## config.mk

```make
export PLATFORM = sky130hd
export DESIGN_NAME = pcm_pack_writer
export DESIGN_NICKNAME = d
export VERILOG_FILES = /design/src/rtl/pcm_pack_pkg.sv /design/src/rtl/pcm_run_ctrl.sv /design/src/rtl/pcm_half_packer.sv /design/src/rtl/pcm_addr_gen.sv /design/src/rtl/pcm_pack_writer.sv
export SDC_FILE = /design/constraint.sdc
export NUM_CORES = 1
export LEC_CHECK = 0
export BUFFER_PORTS_ARGS = -buffer_cell sky130_fd_sc_hd__buf_2
export CAP_MARGIN = 20
export CORE_UTILIZATION = 49
export DETAILED_ROUTE_END_ITERATION = 6
export PLACE_DENSITY_LB_ADDON = 0.1
export SLEW_MARGIN = 20
export SYNTH_ARGS = -nofsm -noshare
export SYNTH_HDL_FRONTEND = slang
export SYNTH_SLANG_ARGS = --single-unit
```

## constraint.sdc

```tcl
create_clock -name clk -period 12 [get_ports clk]
set_input_delay 2.4 -clock clk [delete_from_list [all_inputs] [get_ports clk]]
set_output_delay 2.4 -clock clk [all_outputs]
set_load 0.1 [all_outputs]
```

## src/rtl/pcm_pack_pkg.sv

```systemverilog
package pcm_pack_pkg;
  localparam int HALF_W = 16;
  localparam int WORD_W = 2 * HALF_W;

  typedef enum logic [1:0] {
    ST_IDLE  = 2'd0,
    ST_RUN   = 2'd1,
    ST_FLUSH = 2'd2
  } run_state_e;
endpackage

```

## src/rtl/pcm_run_ctrl.sv

```systemverilog
module pcm_run_ctrl
  import pcm_pack_pkg::*;
(
  input  logic clk,
  input  logic rst_n,
  input  logic start,
  input  logic stop,
  input  logic word_fire,
  input  logic word_last,
  output logic run,
  output logic load,
  output logic stopped
);
  run_state_e state_q, state_d;
  logic       pend_q, pend_d;
  logic       stopped_q;

  always_comb begin
    state_d = state_q;
    pend_d  = pend_q;
    load    = 1'b0;
    case (state_q)
      ST_IDLE: begin
        pend_d = 1'b0;
        if (start) begin
          state_d = ST_RUN;
          load    = 1'b1;
        end
      end
      ST_RUN: begin
        if (stop) pend_d = 1'b1;
        if (word_fire && word_last && (pend_q || stop)) begin
          state_d = ST_FLUSH;
          pend_d  = 1'b0;
        end
      end
      ST_FLUSH: begin
        state_d = ST_IDLE;
        pend_d  = 1'b0;
      end
      default: begin
        state_d = ST_IDLE;
        pend_d  = 1'b0;
      end
    endcase
  end

  always_ff @(posedge clk or negedge rst_n) begin
    if (!rst_n) begin
      state_q   <= ST_IDLE;
      pend_q    <= 1'b0;
      stopped_q <= 1'b0;
    end else begin
      state_q   <= state_d;
      pend_q    <= pend_d;
      stopped_q <= (state_q == ST_FLUSH);
    end
  end

  assign run     = (state_q == ST_RUN);
  assign stopped = stopped_q;
endmodule

```

## src/rtl/pcm_half_packer.sv

```systemverilog
module pcm_half_packer
  import pcm_pack_pkg::*;
#(
  parameter int CW = 16
) (
  input  logic              clk,
  input  logic              rst_n,
  input  logic              load,
  input  logic              run,
  input  logic              smp_valid,
  input  logic [HALF_W-1:0] smp_left,
  input  logic [HALF_W-1:0] smp_right,
  input  logic              mono_q,
  input  logic [CW-1:0]     max_q,
  output logic              fire,
  output logic              last,
  output logic [WORD_W-1:0] word
);
  localparam int KW = CW + 1;

  logic [KW-1:0]     cnt_q, cnt_d, cnt_inc;
  logic [HALF_W-1:0] hold_q, hold_d;
  logic              hv_q, hv_d;
  logic              take;

  assign take = run && smp_valid;

  always_comb begin
    cnt_d   = cnt_q;
    hold_d  = hold_q;
    hv_d    = hv_q;
    fire    = 1'b0;
    last    = 1'b0;
    word    = '0;
    cnt_inc = mono_q ? KW'(1) : KW'(2);
    if (load) begin
      cnt_d = '0;
      hv_d  = 1'b0;
    end else if (take) begin
      cnt_d = cnt_q + cnt_inc;
      last  = (cnt_d >= KW'(max_q));
      if (!mono_q) begin
        fire = 1'b1;
        word = {smp_right, smp_left};
      end else if (hv_q) begin
        fire = 1'b1;
        word = {smp_left, hold_q};
        hv_d = 1'b0;
      end else if (last) begin
        fire = 1'b1;
        word = {{HALF_W{1'b0}}, smp_left};
      end else begin
        hold_d = smp_left;
        hv_d   = 1'b1;
      end
      if (last) begin
        cnt_d = '0;
        hv_d  = 1'b0;
      end
    end
  end

  always_ff @(posedge clk or negedge rst_n) begin
    if (!rst_n) begin
      cnt_q  <= '0;
      hold_q <= '0;
      hv_q   <= 1'b0;
    end else begin
      cnt_q <= cnt_d;
      hv_q  <= hv_d;
      if (take) hold_q <= hold_d;
    end
  end
endmodule

```

## src/rtl/pcm_addr_gen.sv

```systemverilog
module pcm_addr_gen #(
  parameter int AW = 32,
  parameter int CW = 16
) (
  input  logic          clk,
  input  logic          rst_n,
  input  logic          load,
  input  logic          fire,
  input  logic          last,
  input  logic [AW-1:0] base_q,
  output logic [AW-1:0] addr
);
  logic [CW-1:0] widx_q, widx_d;

  always_comb begin
    widx_d = widx_q;
    if (load)                widx_d = '0;
    else if (fire && last)   widx_d = '0;
    else if (fire)           widx_d = widx_q + CW'(1);
  end

  always_ff @(posedge clk or negedge rst_n) begin
    if (!rst_n) widx_q <= '0;
    else        widx_q <= widx_d;
  end

  assign addr = base_q + (AW'(widx_q) << 2);
endmodule

```

## src/rtl/pcm_pack_writer.sv

```systemverilog
module pcm_pack_writer
  import pcm_pack_pkg::*;
#(
  parameter int AW = 32,
  parameter int CW = 16
) (
  input  logic          clk,
  input  logic          rst_n,
  input  logic          smp_valid,
  input  logic [15:0]   smp_left,
  input  logic [15:0]   smp_right,
  input  logic [AW-1:0] base_addr,
  input  logic [CW-1:0] max_count,
  input  logic          mono,
  input  logic          start,
  input  logic          stop,
  output logic          mem_we,
  output logic [AW-1:0] mem_addr,
  output logic [31:0]   mem_wdata,
  output logic          stopped,
  output logic          buf_end
);
  logic              run, load, fire, last;
  logic [WORD_W-1:0] word;
  logic [AW-1:0]     addr;
  logic [AW-1:0]     base_q;
  logic [CW-1:0]     max_q;
  logic              mono_q;
  logic              we_q, end_q;
  logic [AW-1:0]     addr_q;
  logic [WORD_W-1:0] data_q;

  always_ff @(posedge clk or negedge rst_n) begin
    if (!rst_n) begin
      base_q <= '0;
      max_q  <= '0;
      mono_q <= 1'b0;
    end else if (load) begin
      base_q <= base_addr;
      max_q  <= max_count;
      mono_q <= mono;
    end
  end

  pcm_run_ctrl u_ctrl (
    .clk       (clk),
    .rst_n     (rst_n),
    .start     (start),
    .stop      (stop),
    .word_fire (fire),
    .word_last (last),
    .run       (run),
    .load      (load),
    .stopped   (stopped)
  );

  pcm_half_packer #(.CW(CW)) u_pack (
    .clk       (clk),
    .rst_n     (rst_n),
    .load      (load),
    .run       (run),
    .smp_valid (smp_valid),
    .smp_left  (smp_left),
    .smp_right (smp_right),
    .mono_q    (mono_q),
    .max_q     (max_q),
    .fire      (fire),
    .last      (last),
    .word      (word)
  );

  pcm_addr_gen #(.AW(AW), .CW(CW)) u_addr (
    .clk    (clk),
    .rst_n  (rst_n),
    .load   (load),
    .fire   (fire),
    .last   (last),
    .base_q (base_q),
    .addr   (addr)
  );

  always_ff @(posedge clk or negedge rst_n) begin
    if (!rst_n) begin
      we_q   <= 1'b0;
      end_q  <= 1'b0;
      addr_q <= '0;
      data_q <= '0;
    end else begin
      we_q  <= fire;
      end_q <= fire && last;
      if (fire) begin
        addr_q <= addr;
        data_q <= word;
      end
    end
  end

  assign mem_we    = we_q;
  assign buf_end   = end_q;
  assign mem_addr  = addr_q;
  assign mem_wdata = data_q;
endmodule

```

---- After elaboration in Yosys (flattened, before gate mapping) ----
Index checks and enable logic that the tools add are counted.
storage, ports and cells
  memory bits (read-only) ................. 0
  input port bits ......................... 86
  output and inout port bits .............. 67
  flip-flop bits (word level) ............. 169
  memories kept ........................... 0
  bits in writable memories ............... 0
  bits in latches ......................... 0
operators by class
  multipliers ............................. 0
  order comparisons ....................... 1
  bitwise logic cells ..................... 3
  equality and inequality tests ........... 5
  add/subtract/negate cells ............... 3
  reductions and logical operators ........ 11
  div/mod/pow operators ................... 0
  multiplexer cells ....................... 32
  shift-type cells ........................ 0
operator list
  kind                                                  number
  2-to-1 mux 32 bit                                     4
  2-to-1 mux 16 bit                                     4
  2-to-1 mux 17 bit                                     3
  adder 32 x 18 -> 32 bit                               1
  adder 17 bit                                          1
  >= comparator 17 x 16 -> 1 bit                        1
  2-to-1 mux 1 bit                                      17
  adder 16 x 1 -> 16 bit (second input constant)        1
  2-to-1 mux 2 bit                                      3
  nonzero test 3 bit                                    2
  AND reduction 5 bit                                   1
  inequality test 2 bit (second input constant)         2
  one-hot mux 2 bit (2 select lines)                    1
  AND reduction 2 bit                                   2
  logical AND 1 bit                                     3
  inequality test 3 bit (second input constant)         1
  inverter 1 bit                                        3
  equality test 2 x 1 -> 1 bit (second input constant)  1
  equality test 2 bit (second input constant)           1
  logical NOT 2 bit                                     1
  nonzero test 2 bit                                    1
  logical OR 1 bit                                      1

---- Logic depth before layout (Yosys ltp) ----
Gate-level depths: netlist (run 1).
  depth in word-level cells ............... 12
  depth in mapped cells ................... 20

---- Modules after synthesis ----
A second synthesis (run 1) with hierarchy kept.
unflattened totals
  cells, all modules ...................... 814
  area total of the unflattened synthesis .. 9,198.8 um2
by module, submodules not included
  module           cells an instance  seq. area each (um2)  instances  area an instance (um2)
  pcm_pack_writer  241                2,877.8               1          4,315.4
  pcm_half_packer  319                850.8                 1          2,791.4
  pcm_addr_gen     240                400.4                 1          1,908.1
  pcm_run_ctrl     14                 100.1                 1          183.9

---- Least setup slack after synthesis (run 1) ----
Ideal clock, no wire load.
  path type ............................... flip-flop to flip-flop
  start ................................... register mono_q
  end ..................................... register u_pack.hold_q[10]
  setup time .............................. 0.125 ns
  period minus slack after synthesis ...... 4.425 ns
  stages on the path, launching flop included .. 19
  data arrival time ....................... 4.300 ns
  setup slack ............................. 7.575 ns
  path through ............................ dfrtp_1 > inv_1 > clkbuf_1 > clkbuf_1 > ha_1 > a21oi_1 > and4b_1 > nand2_1 > nor3_1 > xor2_1 > ha_1 > a211oi_1 > o21ai_0 > a2111oi_0 > a211o_1 > nand3_2 > nor2_4 > buf_4 > mux2_2
between the ends
  longest elaborated chain between the ends .. 5
RTL lines
  item                             line                   text
  start, declared                  pcm_pack_writer.sv:28  logic mono_q;
  start signal, assigned           pcm_pack_writer.sv:41  mono_q <= mono;
  2-to-1 mux 2 bit                 pcm_half_packer.sv:35  cnt_inc = mono_q ? KW'(1) : KW'(2);
  adder 17 bit                     pcm_half_packer.sv:40  cnt_d = cnt_q + cnt_inc;
  >= comparator 17 x 16 -> 1 bit   pcm_half_packer.sv:41  last = (cnt_d >= KW'(max_q));
  inverter 1 bit (no line)         -
  AND reduction 5 bit (no line) *  -
  end signal, assigned             pcm_half_packer.sv:71  if (take) hold_q <= hold_d;
  end, declared                    pcm_half_packer.sv:22  logic [HALF_W-1:0] hold_q, hold_d;
Mark *: on every way between the ends. The rest lies on a longest branch, timed or not.
A chain may end at the register's enable or synchronous reset.

---- Worst setup path in the final report (run 1) ----
  start ................................... register mono_q
  end ..................................... register u_addr.widx_q[11]
between the ends
  longest elaborated chain between the ends .. 11
RTL lines
  item                            line                   text
  2-to-1 mux 2 bit                pcm_half_packer.sv:35
  adder 17 bit                    pcm_half_packer.sv:40
  >= comparator 17 x 16 -> 1 bit  pcm_half_packer.sv:41
  2-to-1 mux 1 bit                pcm_half_packer.sv:49  end else if (last) begin
  2-to-1 mux 1 bit                pcm_half_packer.sv:45  end else if (hv_q) begin
  2-to-1 mux 1 bit                pcm_half_packer.sv:42  if (!mono_q) begin
  2-to-1 mux 1 bit                pcm_half_packer.sv:39  end else if (take) begin
  2-to-1 mux 1 bit                pcm_half_packer.sv:36  if (load) begin
  logical AND 1 bit               pcm_addr_gen.sv:18     else if (fire && last) widx_d = '0;
  2-to-1 mux 16 bit               pcm_addr_gen.sv:18
  2-to-1 mux 16 bit               pcm_addr_gen.sv:17     if (load) widx_d = '0;
  end signal, assigned            pcm_addr_gen.sv:24     else widx_q <= widx_d;
  end, declared                   pcm_addr_gen.sv:13     logic [CW-1:0] widx_q, widx_d;
Parallel ways exist; a longest one is shown, timed or not.

==> results of run 1 <==
cell families (layout without fill, tap and decap cells):
family                   count (synthesis)  count (layout)  synth area share
multiplexers                            17              17            0.0224
adder cells (fa/ha/maj)                 37              37            0.0560
AND/OR/NAND/NOR                        345             345             0.183
XOR/XNOR                                29              29            0.0298
flip-flops                             169             169             0.496
buffers and inverters                   67             217            0.0334
AO/OA/AOI/OAI                          218             218             0.179
worst max-delay path by stage:
stage | from | endpoint | slack, ns | cells after the start
floorplan | mono_q | u_pack.hold_q[10] | 7.58 | 18
global placement | mono_q | u_addr.widx_q[10] | 6.92 | 15
detailed placement | mono_q | u_addr.widx_q[10] | 6.73 | 15
CTS | mono_q | u_addr.widx_q[10] | 6.69 | 15
global route | mono_q | u_addr.widx_q[11] | 6.07 | 15
finish | mono_q | u_addr.widx_q[11] | 6.65 | 15
layer usage:
metal | wire, um | GRT usage | part of all wire | vias to the layer above
li1 | - | - | - | 3408
met3 | 1000 | 0.0620 | 0.050 | 23
met4 | 252 | 0.0606 | 0.012 | 2
met2 | 9440 | 0.385 | 0.47 | 149
met5 | 13 | 0 | 0.00064 | -
met1 | 9460 | 0.317 | 0.47 | 3332
power groups by stage:
stage               sequential [mW]  clock, mW  combinational, mW
floorplan                      1.31          0              0.260
finish                        0.779      0.547              0.972
global route                  0.796      0.580               1.03
CTS                           0.780      0.557              0.977
global placement              0.787          0              0.966
detailed placement            0.788          0              0.974
cells in the mapped netlist (all sizes together) (17+ instances only):
cell and instances:
mux2 17, nor2 67, a21o 35, a21oi 17, inv 29, o21ai 59
nand2 179, a22o 29, dfrtp 169, clkbuf 22, ha 35, nor3 17
worst reg2reg max path: stages (launching register included):
cell,delay [ns]
sky130_fd_sc_hd__dfrtp_1,0.45
sky130_fd_sc_hd__inv_1,0.58
sky130_fd_sc_hd__ha_1,0.27
sky130_fd_sc_hd__a21oi_1,0.05
sky130_fd_sc_hd__and4b_1,0.33
sky130_fd_sc_hd__nand2_1,0.14
sky130_fd_sc_hd__nor3_1,0.44
sky130_fd_sc_hd__xor2_1,0.13
sky130_fd_sc_hd__ha_1,0.23
sky130_fd_sc_hd__a211oi_1,0.23
sky130_fd_sc_hd__o21ai_0,0.16
sky130_fd_sc_hd__a2111oi_0,0.66
sky130_fd_sc_hd__a211o_1,0.30
sky130_fd_sc_hd__nand4_1,0.68
sky130_fd_sc_hd__nor4_1,0.50
sky130_fd_sc_hd__a21o_1,0.13
state kept, by name (all words and copies together), names as in the netlist:
| name | count |
|---|---|
| base_q | 32 |
| mem_addr | 32 |
| mem_wdata | 32 |
| u_pack.cnt_q | 17 |
| max_q | 16 |
| u_addr.widx_q | 16 |
| u_pack.hold_q | 16 |
| u_ctrl.state_q | 2 |
| buf_end | 1 |
| mem_we | 1 |
| mono_q | 1 |
| u_ctrl.pend_q | 1 |
| u_ctrl.stopped | 1 |
| u_pack.hv_q | 1 |
area by class of cell:
| class | instances | area share |
|---|---|---|
| flip-flops and latches | 169 | 0.421 |
| inverters | 29 | 0.0108 |
| well taps | 220 | 0.0274 |
| multi-input cells | 646 | 0.402 |
| repair buffers | 157 | 0.0805 |
| clock inverters | 13 | 0.0146 |
| clock buffers | 18 | 0.0437 |
==> impl_summary.md, run 1 <==
Critical path
The nature of the critical path endpoint is a flop. The maximum cell stage delay along the critical path is 0.68 ns. In this run the critical register-to-register path is captured at u_addr.widx_q[11]. The worst setup path is launched from a flop. In this run the worst path has a maximum fanout of 21. The required time of the worst setup path is 12.36 ns.

The number of buffers and inverters on the critical path is 1. The slack of the worst reg-to-reg path is 6.65 ns. For the worst flop-to-flop path, the logic depth is 15. The critical path is of the reg -> reg type.

The startpoint of the lowest-slack register-to-register path is mono_q. On the critical path, the stage with the largest delay is an instance of sky130_fd_sc_hd__nand4_1. The worst path arrival time is 5.71 ns. The kind of cell with the highest combined delay along the critical path is simple AND/OR/NAND/NOR gates. The critical path goes through inv_1 > ha_1 > a21oi_1 > and4b_1 > nand2_1 > nor3_1 > xor2_1 > ha_1 > a211oi_1 > o21ai_0 > a2111oi_0 > a211o_1 > nand4_1 > nor4_1 > a21o_1.

The cell type with the highest occurrence count on the critical path is sky130_fd_sc_hd__ha_1.

Clocking
For the worst-skew pair, the clock arrives at the later sink with an insertion delay of 0.43 ns. The number of buffers inserted by hold repair at cts is 0. The clock drives 169 sinks. The maximum level of the CTS H-tree is 4. The clock transition time at the flip-flop clock pins of the worst setup and hold paths is 0.07 ns. The tree is rooted in a sky130_fd_sc_hd__clkbuf_16.

TritonCTS built the clock tree. No sink is reached through more buffers than the 2 on the longest clock path. Once the clock tree was built, the setup fixing pass inserted 0 buffers. Clock tree synthesis inserted a total of 17 buffers. Once the clock tree was built, the resizer swapped 0 gates to a different size.

Logic synthesis
Of the post-synthesis cell area, the dominant cell type holds 0.496. Yosys attributes the largest share of cell area to sky130_fd_sc_hd__dfrtp_1 (50%), sky130_fd_sc_hd__nand2_1 (7.9%), sky130_fd_sc_hd__ha_1 (5.1%), sky130_fd_sc_hd__o21ai_0 (3.1%), sky130_fd_sc_hd__a21o_1 (3.1%). The cell area after technology mapping is 8530 um^2. Of the synthesized area, sequential elements account for 0.496. The post-synthesis async set-or-reset flop share is 1.00. The cell taking the most area after synthesis is sky130_fd_sc_hd__dfrtp_1.

The number of different library cells in the post-synthesis netlist is 64. The most common flop cell mapped by yosys is sky130_fd_sc_hd__dfrtp_1. Counting every net in the synthesized netlist gives 1005. The count of flip-flops with a built-in enable after synthesis is 0.

The flip-flop and latch count after synthesis is 169. The total of warnings raised by yosys is 0. The gate count after technology mapping is 882. Dividing the synthesized area by the synthesized cell count gives 9.67 um^2.

Cells and area
The filler cells instantiated in the layout total 1522. The number of standard cells in the final layout excluding fillers is 1252. The commonest non-fill, non-tap cell in the layout is sky130_fd_sc_hd__nand2_1. Summing all flip-flop and latch instances after layout gives 4230 um^2. The multi-input combinational cells in the finished layout cover a total of 4030 um^2. The number of diodes is 0. The number of nets in the finished design is 1143. The area added between synthesis and finish is 17.7%.

The top cell types in the final layout, fill and taps aside, are sky130_fd_sc_hd__nand2_1 (179), sky130_fd_sc_hd__dfrtp_1 (169), sky130_fd_sc_hd__buf_2 (151), sky130_fd_sc_hd__nor2_1 (64), sky130_fd_sc_hd__o21ai_0 (53). The fraction of final layout cells sized beyond drive strength 1 is 0.213. The final standard cell utilization of the core is 0.597. The design area is 10000 um^2.

Power and ir drop
The share of total power dissipated in sequential elements is 0.339. The share of total power dissipated in combinational logic is 0.423. The internal portion of the total power is 1.22 mW. Of the total power, the share spent switching nets is 0.471. For this design the ratio of total power to cell area is 229 nW/um^2. The worst voltage drop across the vdd grid is 154 uV. The share of total power in the clock network is 0.238. The analysis attributes to cell leakage a power of 5.15 nW. The total power draw is 2.30 mW.

Summed over all nets, the switching power comes to 1.08 mW.

Global route
Entering global routing, the biggest net connects 89 pins. The first global-routing pass estimated 33600 um of wire. The number of antenna violations at the first check in global routing came to 1. The global-route total usage across every layer is 0.238. The total overflow left after global routing is 0. The via count of the first global-routing pass was 6686.

Placement
The placed instances occupy a cell area of 9440 um^2. Detailed placement ended at an HPWL of 13800 um. The worst slack after detailed placement is 6.73 ns. Port buffering added 152 buffers.

At the end of routability-driven placement, the weighted congestion stood at 0.843. The number of placed instances, taps included, is 1221.

STA
Setup violations remaining at the end of the flow were counted as 0. Final hold analysis gives a worst-case slack of 0.470 ns. The number of hold violations in the final report is 0. Measured against its own limit, the worst slew margin works out to 0.362.

For the pin with the worst max-slew slack, the measured transition is 0.953 ns. In the post-route analysis, the smallest setup slack over all paths is 6.65 ns. The max-slew violation count is 0. The achievable clock frequency is 0.187 GHz. Between clock sinks in the finished design, the worst skew comes to 0.0107 ns. The final critical path time including I/O delays and setup is 5.35 ns.

The summed negative setup slack over all endpoints is 0 ns. Setup repair after global routing left no endpoint under its margin. The share of the clock period used by the worst path is 0.446.

Min path
The tightest min-delay check is of the reg -> reg type. The number of stages on the worst hold path is 2. The start point of the worst hold path is base_q[0].

The path with the worst hold slack has its endpoint at mem_addr[0].

Route
The total via count in the routed design is 6914. The first TritonRoute pass finished after 5 iterations. The initial detailed-routing violation count is 376.

The DRC violations left is 0. Summed over all layers, the routed wires come to 20200 um. After detailed routing, the average wire length per cell comes to 16.1 um. The count of antenna-violating nets left after detailed routing is 0. The mean number of vias per cell is 5.52.

Floorplanning
153 I/O pins were placed. The height of the die is 134 um. The initial core utilization is 0.507.

The horizontal die dimension is 134 um. The core region is 16800 um^2. The die covers 17900 um^2. Row generation in the floorplan step produced 47 rows.

Flow run
The tool flagged a number of max-cap violations equal to 0.

Outcome
The flow ran to the end, and the final reports show no timing, DRC or antenna violations.
(Power assumes the default switching activity.)
==> inputs of run 2 (changes only) <==
==> constraint.sdc (replaced) <==
create_clock -name clk -period 5.1 [get_ports clk]
set_input_delay 1.02 -clock clk [delete_from_list [all_inputs] [get_ports clk]]
set_output_delay 1.02 -clock clk [all_outputs]
set_load 0.1 [all_outputs]
==> run 2 against run 1 <==
Effect of this change: cell count up 0.96%; first-iteration DRC count up 5.6%; wire length up 0.48%; maximum frequency up 12%; utilization up 0.65 points; worst setup slack worse by 6.3 ns; non-clock buffer count up 11; design area up 1.1%; sequential power up 130%; critical path type unchanged; largest power group unchanged; highest routed layer unchanged.
==> impl_summary.md, run 2 (same netlist as run 1, synthesis figures left out) <==
Critical path
Data on the critical path arrives at its endpoint at 5.08 ns. For the worst flop-to-flop path, the logic depth is 16. The worst register-to-register path begins at mono_q. Setup slack on the worst reg-to-reg path comes out at 0.34 ns.

The slowest stage cell on the critical path is sky130_fd_sc_hd__a2111oi_2. The launch point of the critical path is mono_q. The worst setup path is captured at a flop.

The largest fanout of any net on the critical path is 16. The required time of the worst setup path is 5.42 ns. STA classifies the critical path startpoint as a flop. The reg-to-reg critical path endpoint is mem_wdata[5]. The signal on the critical path passes through ha_1 > inv_1 > fa_1 > and4b_1 > nand4_1 > or2_1 > xnor2_1 > ha_1 > a211oi_1 > o21ai_0 > a2111oi_2 > a211oi_1 > o31ai_4 > inv_2 > and3_1 > a221o_1. For this run, the slowest stage of the critical path takes 0.48 ns.

The class of the most critical setup path is reg -> reg.

Outcome
The flow ran to the end, and the final reports show no timing, DRC or antenna violations.

Route
The count of TritonRoute iterations in the first routing pass is 6. The mean number of vias per cell is 5.54. After detailed routing, the average wire length per cell comes to 16.0 um.

The initial detailed-routing violation count is 397. The total via count in the routed design is 7004. In this run the remaining antenna-violating nets after routing total 0. For this run, design rule violations remaining after detail routing come to 0. Summed over all layers, the routed wires come to 20300 um.

Floorplanning
The core region area is 16800 um^2. The boundary pin count is 153. The standard-cell row count is 47. The die is 134 um wide. The height of the die is 134 um.

The initial utilization of the core area, before any placement, comes to 0.507. The floorplan step defined a die boundary enclosing 17900 um^2.

Cells and area
In the layout the commonest cells are sky130_fd_sc_hd__nand2_1 (179), sky130_fd_sc_hd__dfrtp_1 (169), sky130_fd_sc_hd__buf_2 (151), sky130_fd_sc_hd__nor2_1 (65), sky130_fd_sc_hd__o21ai_0 (53). After routing the design area is 10100 um^2. Summing all multi-input logic gate instances after layout gives 4030 um^2. The sequential cell area is 4230 um^2.

Leaving out fill and tap cells, the most frequent cell in the layout is sky130_fd_sc_hd__nand2_1. The final standard cell utilization of the core is 0.603. The area growth from synthesis to layout is 19.0%.

The number of antenna diodes in the final layout is 0. The number of filler instances in the final layout is 1506. The final layout contains 1154 nets. Of the cells placed in the final design, the portion with a size suffix greater than 1 is 0.222.

Min path
The number of stages on the worst hold path is 2. The start point of the worst hold path is mem_addr[26]. The worst hold path belongs to the class reg -> reg. The worst-case hold path end point is mem_addr[26].

Clocking
TritonCTS built the clock tree. The cell at the root of the clock tree is sky130_fd_sc_hd__clkbuf_16. After clock tree synthesis, the repair step resized 0 gates. The clock passes through at most 2 buffers.

Clock latency on the worst-skew pair, taken at its later pin, is 0.43 ns. The number of buffers created by CTS is 17. The clock net in this run drives a total of 169 sinks. The H-tree was split into 4 levels. The clock transition time at the flip-flop clock pins of the worst setup and hold paths is 0.07 ns. The total setup buffers inserted after CTS is 0. Buffers inserted to repair hold after CTS numbered 0.

Power and ir drop
The worst-case IR drop observed on VDD is 478 uV. The total power draw is 5.45 mW. Of the total power, combinational logic draws 0.422. Of the total power, the share spent switching nets is 0.470. The internal portion of the total power is 2.89 mW.

Summed over all nets, the switching power comes to 2.56 mW. In this run the power density over the cells is 537 nW/um^2. The leakage power figure is 5.21 nW. The share of total power dissipated in sequential elements is 0.336.

The share of total power in the clock network is 0.242.

Placement
The HPWL reported at the end of detailed placement is 14100 um. At the end of routability-driven placement, the weighted congestion stood at 0.876. The quantity of I/O buffers inserted on ports is 152. Summing all placed instances gives a cell area of 9540 um^2.

Global route
The maximum number of pins on one net before global-route repair is 107. For this run, the total global-route usage over all layers was measured as 0.240. The number of antenna violations at the first check in global routing is 1. The aggregate global routing overflow is 0.

The via count of the first global-routing pass is 6887. The wire length of the first global-routing pass is 34100 um.

STA
Setup repair after global routing left no endpoint under its margin. The max-slew violation count is 0. The transition at the pin with the smallest max-transition slack is 0.985 ns. Of the available clock period, the critical path in the final layout requires 0.934. Timing would allow up to 0.210 GHz. The setup violation total in the final timing report is 0. Adding up every negative setup slack in the final design gives 0 ns. Between clock sinks in the finished design, the worst skew comes to 0.0108 ns.

The routed design could run at a clock period as short as 4.76 ns. In this run the tightest slew margin relative to its limit is 0.343. The number of hold violations in the final report is 0.

Flow run
The max-capacitance violation count is 0.
run 2: worst max-delay path by stage:
stage               slack, ns                end
floorplan                0.68  u_pack.hold_q[10]
global placement         0.31       mem_wdata[5]
detailed placement       0.09       mem_wdata[5]
CTS                      0.03       mem_wdata[5]
global route              0.1  u_addr.widx_q[15]
finish                   0.34       mem_wdata[5]
run 2: power by group through the flow:
| stage | clock network (mW) | logic [mW] | registers (mW) |
|---|---|---|---|
| final | 1.32 | 2.30 | 1.83 |
| after global routing | 1.39 | 2.44 | 1.87 |
| after CTS | 1.34 | 2.32 | 1.83 |
| after detailed placement | 0 | 2.31 | 1.85 |
| after global placement | 0 | 2.29 | 1.85 |
| after floorplan | 0 | 0.613 | 3.09 |
run 2: critical path, delay by kind of cell (launching register included):
family | cells | cell delay [ns]
compound gates | 6 | 1.76
xor+xnor | 1 | 0.20
fa+ha+maj | 3 | 0.91
buf+inv | 2 | 0.27
flops | 1 | 0.47
simple gates | 4 | 1.04
run 2: area by class of cell:
class,count,area share
Sequential cell,169,0.417
Multi-Input combinational cell,646,0.397
Timing Repair Buffer,168,0.0886
Clock buffer,18,0.0433
Tap cell,220,0.0271
Clock inverter,14,0.0165
Inverter,29,0.0107
run 2: per-stage QoR:
step / setup WS [ns] / std cells / hold WS (ns)
5_1_grt: 0.0990 / 1264 / 0.495
4_1_cts: 0.0323 / 1264 / 0.477
6_report: 0.336 / 1264 / 0.475
3_5_place_dp: 0.0895 / 1232 / 0.461
3_3_place_gp: 0.311 / 1232 / 0.449
2_1_floorplan: 0.675 / 882 / 0.439
run 2: layer usage:
| layer | track usage | up-vias | wire (um) |
|---|---|---|---|
| met5 | 0 | - | 10 |
| met4 | 0.0802 | 2 | 427 |
| met3 | 0.0552 | 34 | 872 |
| met2 | 0.380 | 163 | 9460 |
| met1 | 0.324 | 3371 | 9490 |
| li1 | - | 3434 | - |
==> inputs of run 3 (changes only) <==
--- a/config.mk
+++ b/config.mk
@@ -7,10 +7,13 @@
 export LEC_CHECK = 0
 export BUFFER_PORTS_ARGS = -buffer_cell sky130_fd_sc_hd__buf_2
 export CAP_MARGIN = 20
+export CORE_MARGIN = 2
 export CORE_UTILIZATION = 49
 export DETAILED_ROUTE_END_ITERATION = 6
+export MAX_ROUTING_LAYER = met4
 export PLACE_DENSITY_LB_ADDON = 0.1
 export SLEW_MARGIN = 20
 export SYNTH_ARGS = -nofsm -noshare
 export SYNTH_HDL_FRONTEND = slang
+export SYNTH_HIERARCHICAL = 1
 export SYNTH_SLANG_ARGS = --single-unit
==> run 3 against run 2 <==
Effect of this change: area after synthesis increased by 7.8%; maximum frequency increased by 2.5%; worst setup slack improved by 0.12 ns; register-to-register slack improved by 0.12 ns; critical path depth increased by 4; non-clock buffer count decreased by 1; sequential share of layout area decreased by 2.2 points; critical path type unchanged; first-iteration DRC count decreased by 39%; cell count decreased by 4.3%; sequential cell count unchanged; combinational power increased by 79%; total power increased by 41%.
==> impl_summary.md, run 3 <==
STA
Setup repair after global routing left no endpoint under its margin. The worst slew slack as a fraction of its limit is 0.385. For the pin with the worst max-slew slack, the measured transition is 0.915 ns. The maximum clock skew at final layout is 0.00856 ns. Setup total negative slack on the finished layout was measured at 0 ns. The least setup slack across all paths after layout is 0.453 ns.

For this run, the top clock speed supported by timing is 0.215 GHz. The max-slew violation count was 0. For the finished layout, the period the worst path requires is 4.65 ns. In the finished design, the share of the clock period the worst path needs comes to 0.911. The number of hold violations in the final report was 0. The post-route worst hold slack is 0.496 ns. The setup violation total in the final timing report is 0.

Power and ir drop
IR analysis of the VDD net gives a maximum drop of 543 uV. The leakage power figure is 5.06 nW. The power per cell area is 713 nW/um^2.

Critical path
The reg-to-reg critical path endpoint is u_addr/widx_q[13]. Of all nets on the critical path, the largest fanout is 6. In this run the register-to-register setup slack is 0.45 ns. The worst path arrival time is 4.95 ns. The class of the most critical setup path is reg -> reg. The worst setup path is launched from a flop. STA puts the critical path data required time at 5.40 ns. The nature of the critical path endpoint is a flop. In this run the critical register-to-register path is launched from mono_q. Measured in cells, the most critical reg-to-reg path has a length of 20.

Cells and area
Once layout is done, the placed cells without fillers occupy 10700 um^2. The number of nets in the finished design is 1084. The fraction of final layout cells sized beyond drive strength 1 is 0.364. The commonest non-fill, non-tap cell in the layout is sky130_fd_sc_hd__dfrtp_1. The sequential cells in the finished layout cover a total of 4230 um^2. Summing all multi-input logic gate instances after layout gives 4620 um^2. In the layout the commonest cells are sky130_fd_sc_hd__dfrtp_1 (168), sky130_fd_sc_hd__buf_2 (151), sky130_fd_sc_hd__mux2_2 (109), sky130_fd_sc_hd__nor2_1 (59), sky130_fd_sc_hd__nand2_1 (55). The final standard cell utilization of the core is 0.578.

The area added between synthesis and finish is 16.6%. Counting the fill cells in the layout gives 1638.

Logic synthesis
The cell area after technology mapping is 9200 um^2. Ranked by total cell area, the synthesized netlist is headed by sky130_fd_sc_hd__dfrtp_1 (46%), sky130_fd_sc_hd__mux2_2 (13%), sky130_fd_sc_hd__ha_1 (4.8%), sky130_fd_sc_hd__mux2_4 (3.3%), sky130_fd_sc_hd__xnor2_1 (3.1%). Of all cell types, the one taking the most synthesized area is sky130_fd_sc_hd__dfrtp_1. The share of synthesized area in the top cell type comes to 0.460. The number of different library cells in the post-synthesis netlist is 68. In the synthesized netlist, the cells that appear most often are sky130_fd_sc_hd__dfrtp_1 (169), sky130_fd_sc_hd__mux2_2 (109), sky130_fd_sc_hd__nor2_1 (61). The cell with the most instances after synthesis is sky130_fd_sc_hd__dfrtp_1. The most common flop cell mapped by yosys is sky130_fd_sc_hd__dfrtp_1. The total of warnings raised by yosys is 6. The fraction of the yosys area taken by sequential cells is 0.460.

The post-synthesis net count is 937. The gate count after technology mapping is 814. The average size of a mapped cell is 11.3 um^2. The flip-flop and latch count after synthesis is 169. The post-synthesis async set-or-reset flop share is 1.00.

In this run, synthesis inferred 0 flip-flops with an integrated enable.

Min path
For hold timing, the worst endpoint is u_pack/cnt_q[0]. The start point of the worst hold path is u_pack/cnt_q[0]. The min-delay analysis places its worst path in the category reg -> reg. The number of stages on the worst hold path is 2.

Global route
The maximum number of pins on one net before global-route repair is 99. For this run the aggregate overflow at the end of global routing stands at 0. The first global-routing pass estimated 33800 um of wire. The number of antenna violations at the first check in global routing is 2. The via count of the first global-routing pass is 6664. The global-route total usage across every layer is 0.219.

Clocking
The maximum number of buffers from clock root to sink is 2. TritonCTS built the clock tree. Clock tree synthesis inserted a total of 17 buffers. The maximum level of the CTS H-tree is 4. The clock transition time at the flip-flop clock pins of the worst setup and hold paths is 0.06 ns. The number of sinks handled by clock tree synthesis is 169. The cell at the root of the clock tree is sky130_fd_sc_hd__clkbuf_16. At the later pin of the worst-skew pair, clock insertion delay measures 0.43 ns.

Route
The sum of routed wire length over all layers is 20400 um. The count of TritonRoute iterations in the first routing pass is 5. The routed design uses 974 um of met3 wire. The count of nets left with antenna violations once routing finished came out at 0. After detailed routing, the average wire length per cell comes to 16.9 um. The met2 wire length is 9720 um. The mean number of vias per cell is 5.53. The detailed router used layers up to and including met4.

The routed length on met1 is 9450 um. The initial detailed-routing violation count is 243. After detailed routing, the number of remaining DRC violations is 0. The detailed router placed 6695 vias in this run.

Outcome
The run finished with clean final reports.

Floorplanning
The core region is 18600 um^2. From left edge to right edge, the die measures 141 um. The boundary pin count is 153.

The die is 141 um tall. The area enclosed by the die boundary is 19900 um^2. The initial utilization of the core area, before any placement, comes to 0.495.

The standard-cell row count is 50.

Placement
During placement, the flow inserted port buffers numbering 152. Summed over all nets, the half-perimeter wirelength after detailed placement is 14100 um. The worst slack after detailed placement is 0.118 ns.

Summing all placed instances gives a cell area of 10100 um^2. Routability-driven placement finished with a final weighted congestion of 0.876.

Flow run
The max-capacitance violation count is 0.
[run 3: changes by cell type in the layout (fill, tap and decap cells not counted), moves of 15 or more]
cell | before | now
sky130_fd_sc_hd__xnor2_1 | 14 | 33
sky130_fd_sc_hd__mux2_4 | 0 | 20
sky130_fd_sc_hd__a22oi_1 | 0 | 16
sky130_fd_sc_hd__o21ai_0 | 53 | 7
sky130_fd_sc_hd__a21oi_1 | 17 | 40
sky130_fd_sc_hd__mux2_2 | 16 | 109
sky130_fd_sc_hd__a22o_1 | 29 | 6
sky130_fd_sc_hd__a21o_1 | 35 | 7
sky130_fd_sc_hd__a311oi_1 | 1 | 16
sky130_fd_sc_hd__a221oi_1 | 16 | 0
sky130_fd_sc_hd__nand2_1 | 179 | 55
[run 3: worst max-delay path, cell delays in order, from the launching register on]
cell	delay (ns)
sky130_fd_sc_hd__dfrtp_2	0.42
sky130_fd_sc_hd__ha_1	0.19
sky130_fd_sc_hd__inv_1	0.05
sky130_fd_sc_hd__fa_1	0.44
sky130_fd_sc_hd__and4b_1	0.32
sky130_fd_sc_hd__nand3_2	0.15
sky130_fd_sc_hd__nor2_4	0.20
sky130_fd_sc_hd__nand3_1	0.12
sky130_fd_sc_hd__xnor2_1	0.22
sky130_fd_sc_hd__ha_1	0.28
sky130_fd_sc_hd__a21oi_1	0.12
sky130_fd_sc_hd__o21ai_0	0.12
sky130_fd_sc_hd__a221oi_2	0.33
sky130_fd_sc_hd__nand3_2	0.16
sky130_fd_sc_hd__o41a_2	0.52
sky130_fd_sc_hd__or2_1	0.27
sky130_fd_sc_hd__nand4_1	0.19
sky130_fd_sc_hd__nor2_1	0.10
sky130_fd_sc_hd__nand3_1	0.10
sky130_fd_sc_hd__xor2_1	0.16
sky130_fd_sc_hd__nor2_1	0.05
[run 3: kinds of logic (layout without fill, tap and decap cells)]
logic type,Yosys count,count (layout),synth area share
AO/OA/AOI/OAI,152,152,0.119
AND/OR/NAND/NOR,203,203,0.114
flip-flops,169,169,0.460
buffers and inverters,74,234,0.0416
other,0,2,0
multiplexers,130,130,0.167
XOR/XNOR,49,49,0.0467
adder cells (fa/ha/maj),37,37,0.0520
[run 3: what timing repair did]
action	4_1_cts	5_1_grt
endpoints found under the setup margin	0	81
resized for setup	0	4
hold buffers	0	0
hold endpoints to repair	0	0
buffers inserted	0	1
[run 3: metrics by stage]
stage / total power [mW] / instances
4_1_cts: 7.72 / 1207
6_report: 7.65 / 1210
3_5_place_dp: 6.42 / 1175
2_1_floorplan: 5.70 / 814
3_3_place_gp: 6.38 / 1175
5_1_grt: 8.11 / 1210
[run 3: power breakdown]
group          leakage [nW]  switching, mW  internal [mW]  total [mW]
Sequential             2.10          0.383           1.90        2.28
Combinational          2.69           2.92           1.18        4.11
Clock                 0.266          0.558          0.703        1.26
[run 3: cell type report]
class,instances,area share
timing repair buffer,167,0.0820
tap,234,0.0273
antenna,2,0.000466
inverter,35,0.0122
multi-input combinational,571,0.430
clock inverter,12,0.0108
clock buffer,20,0.0426
sequential,169,0.394
[run 3: per-layer routing]
metal  track usage  vias up
met3        0.0459       22
met5             -        -
met2         0.344      150
li1              -     3256
met4        0.0600        0
met1         0.291     3267
[run 3: worst max path at each step]
stage	endpoint	cells after the start	startpoint	slack, ns
floorplan	u_addr/widx_q[11]	20	mono_q	0.47
CTS	u_addr/widx_q[13]	20	mono_q	0.11
finish	u_addr/widx_q[13]	20	mono_q	0.45
global placement	u_addr/widx_q[11]	20	mono_q	0.31
detailed placement	u_addr/widx_q[11]	20	mono_q	0.12
global route	u_addr/widx_q[11]	20	mono_q	0.05
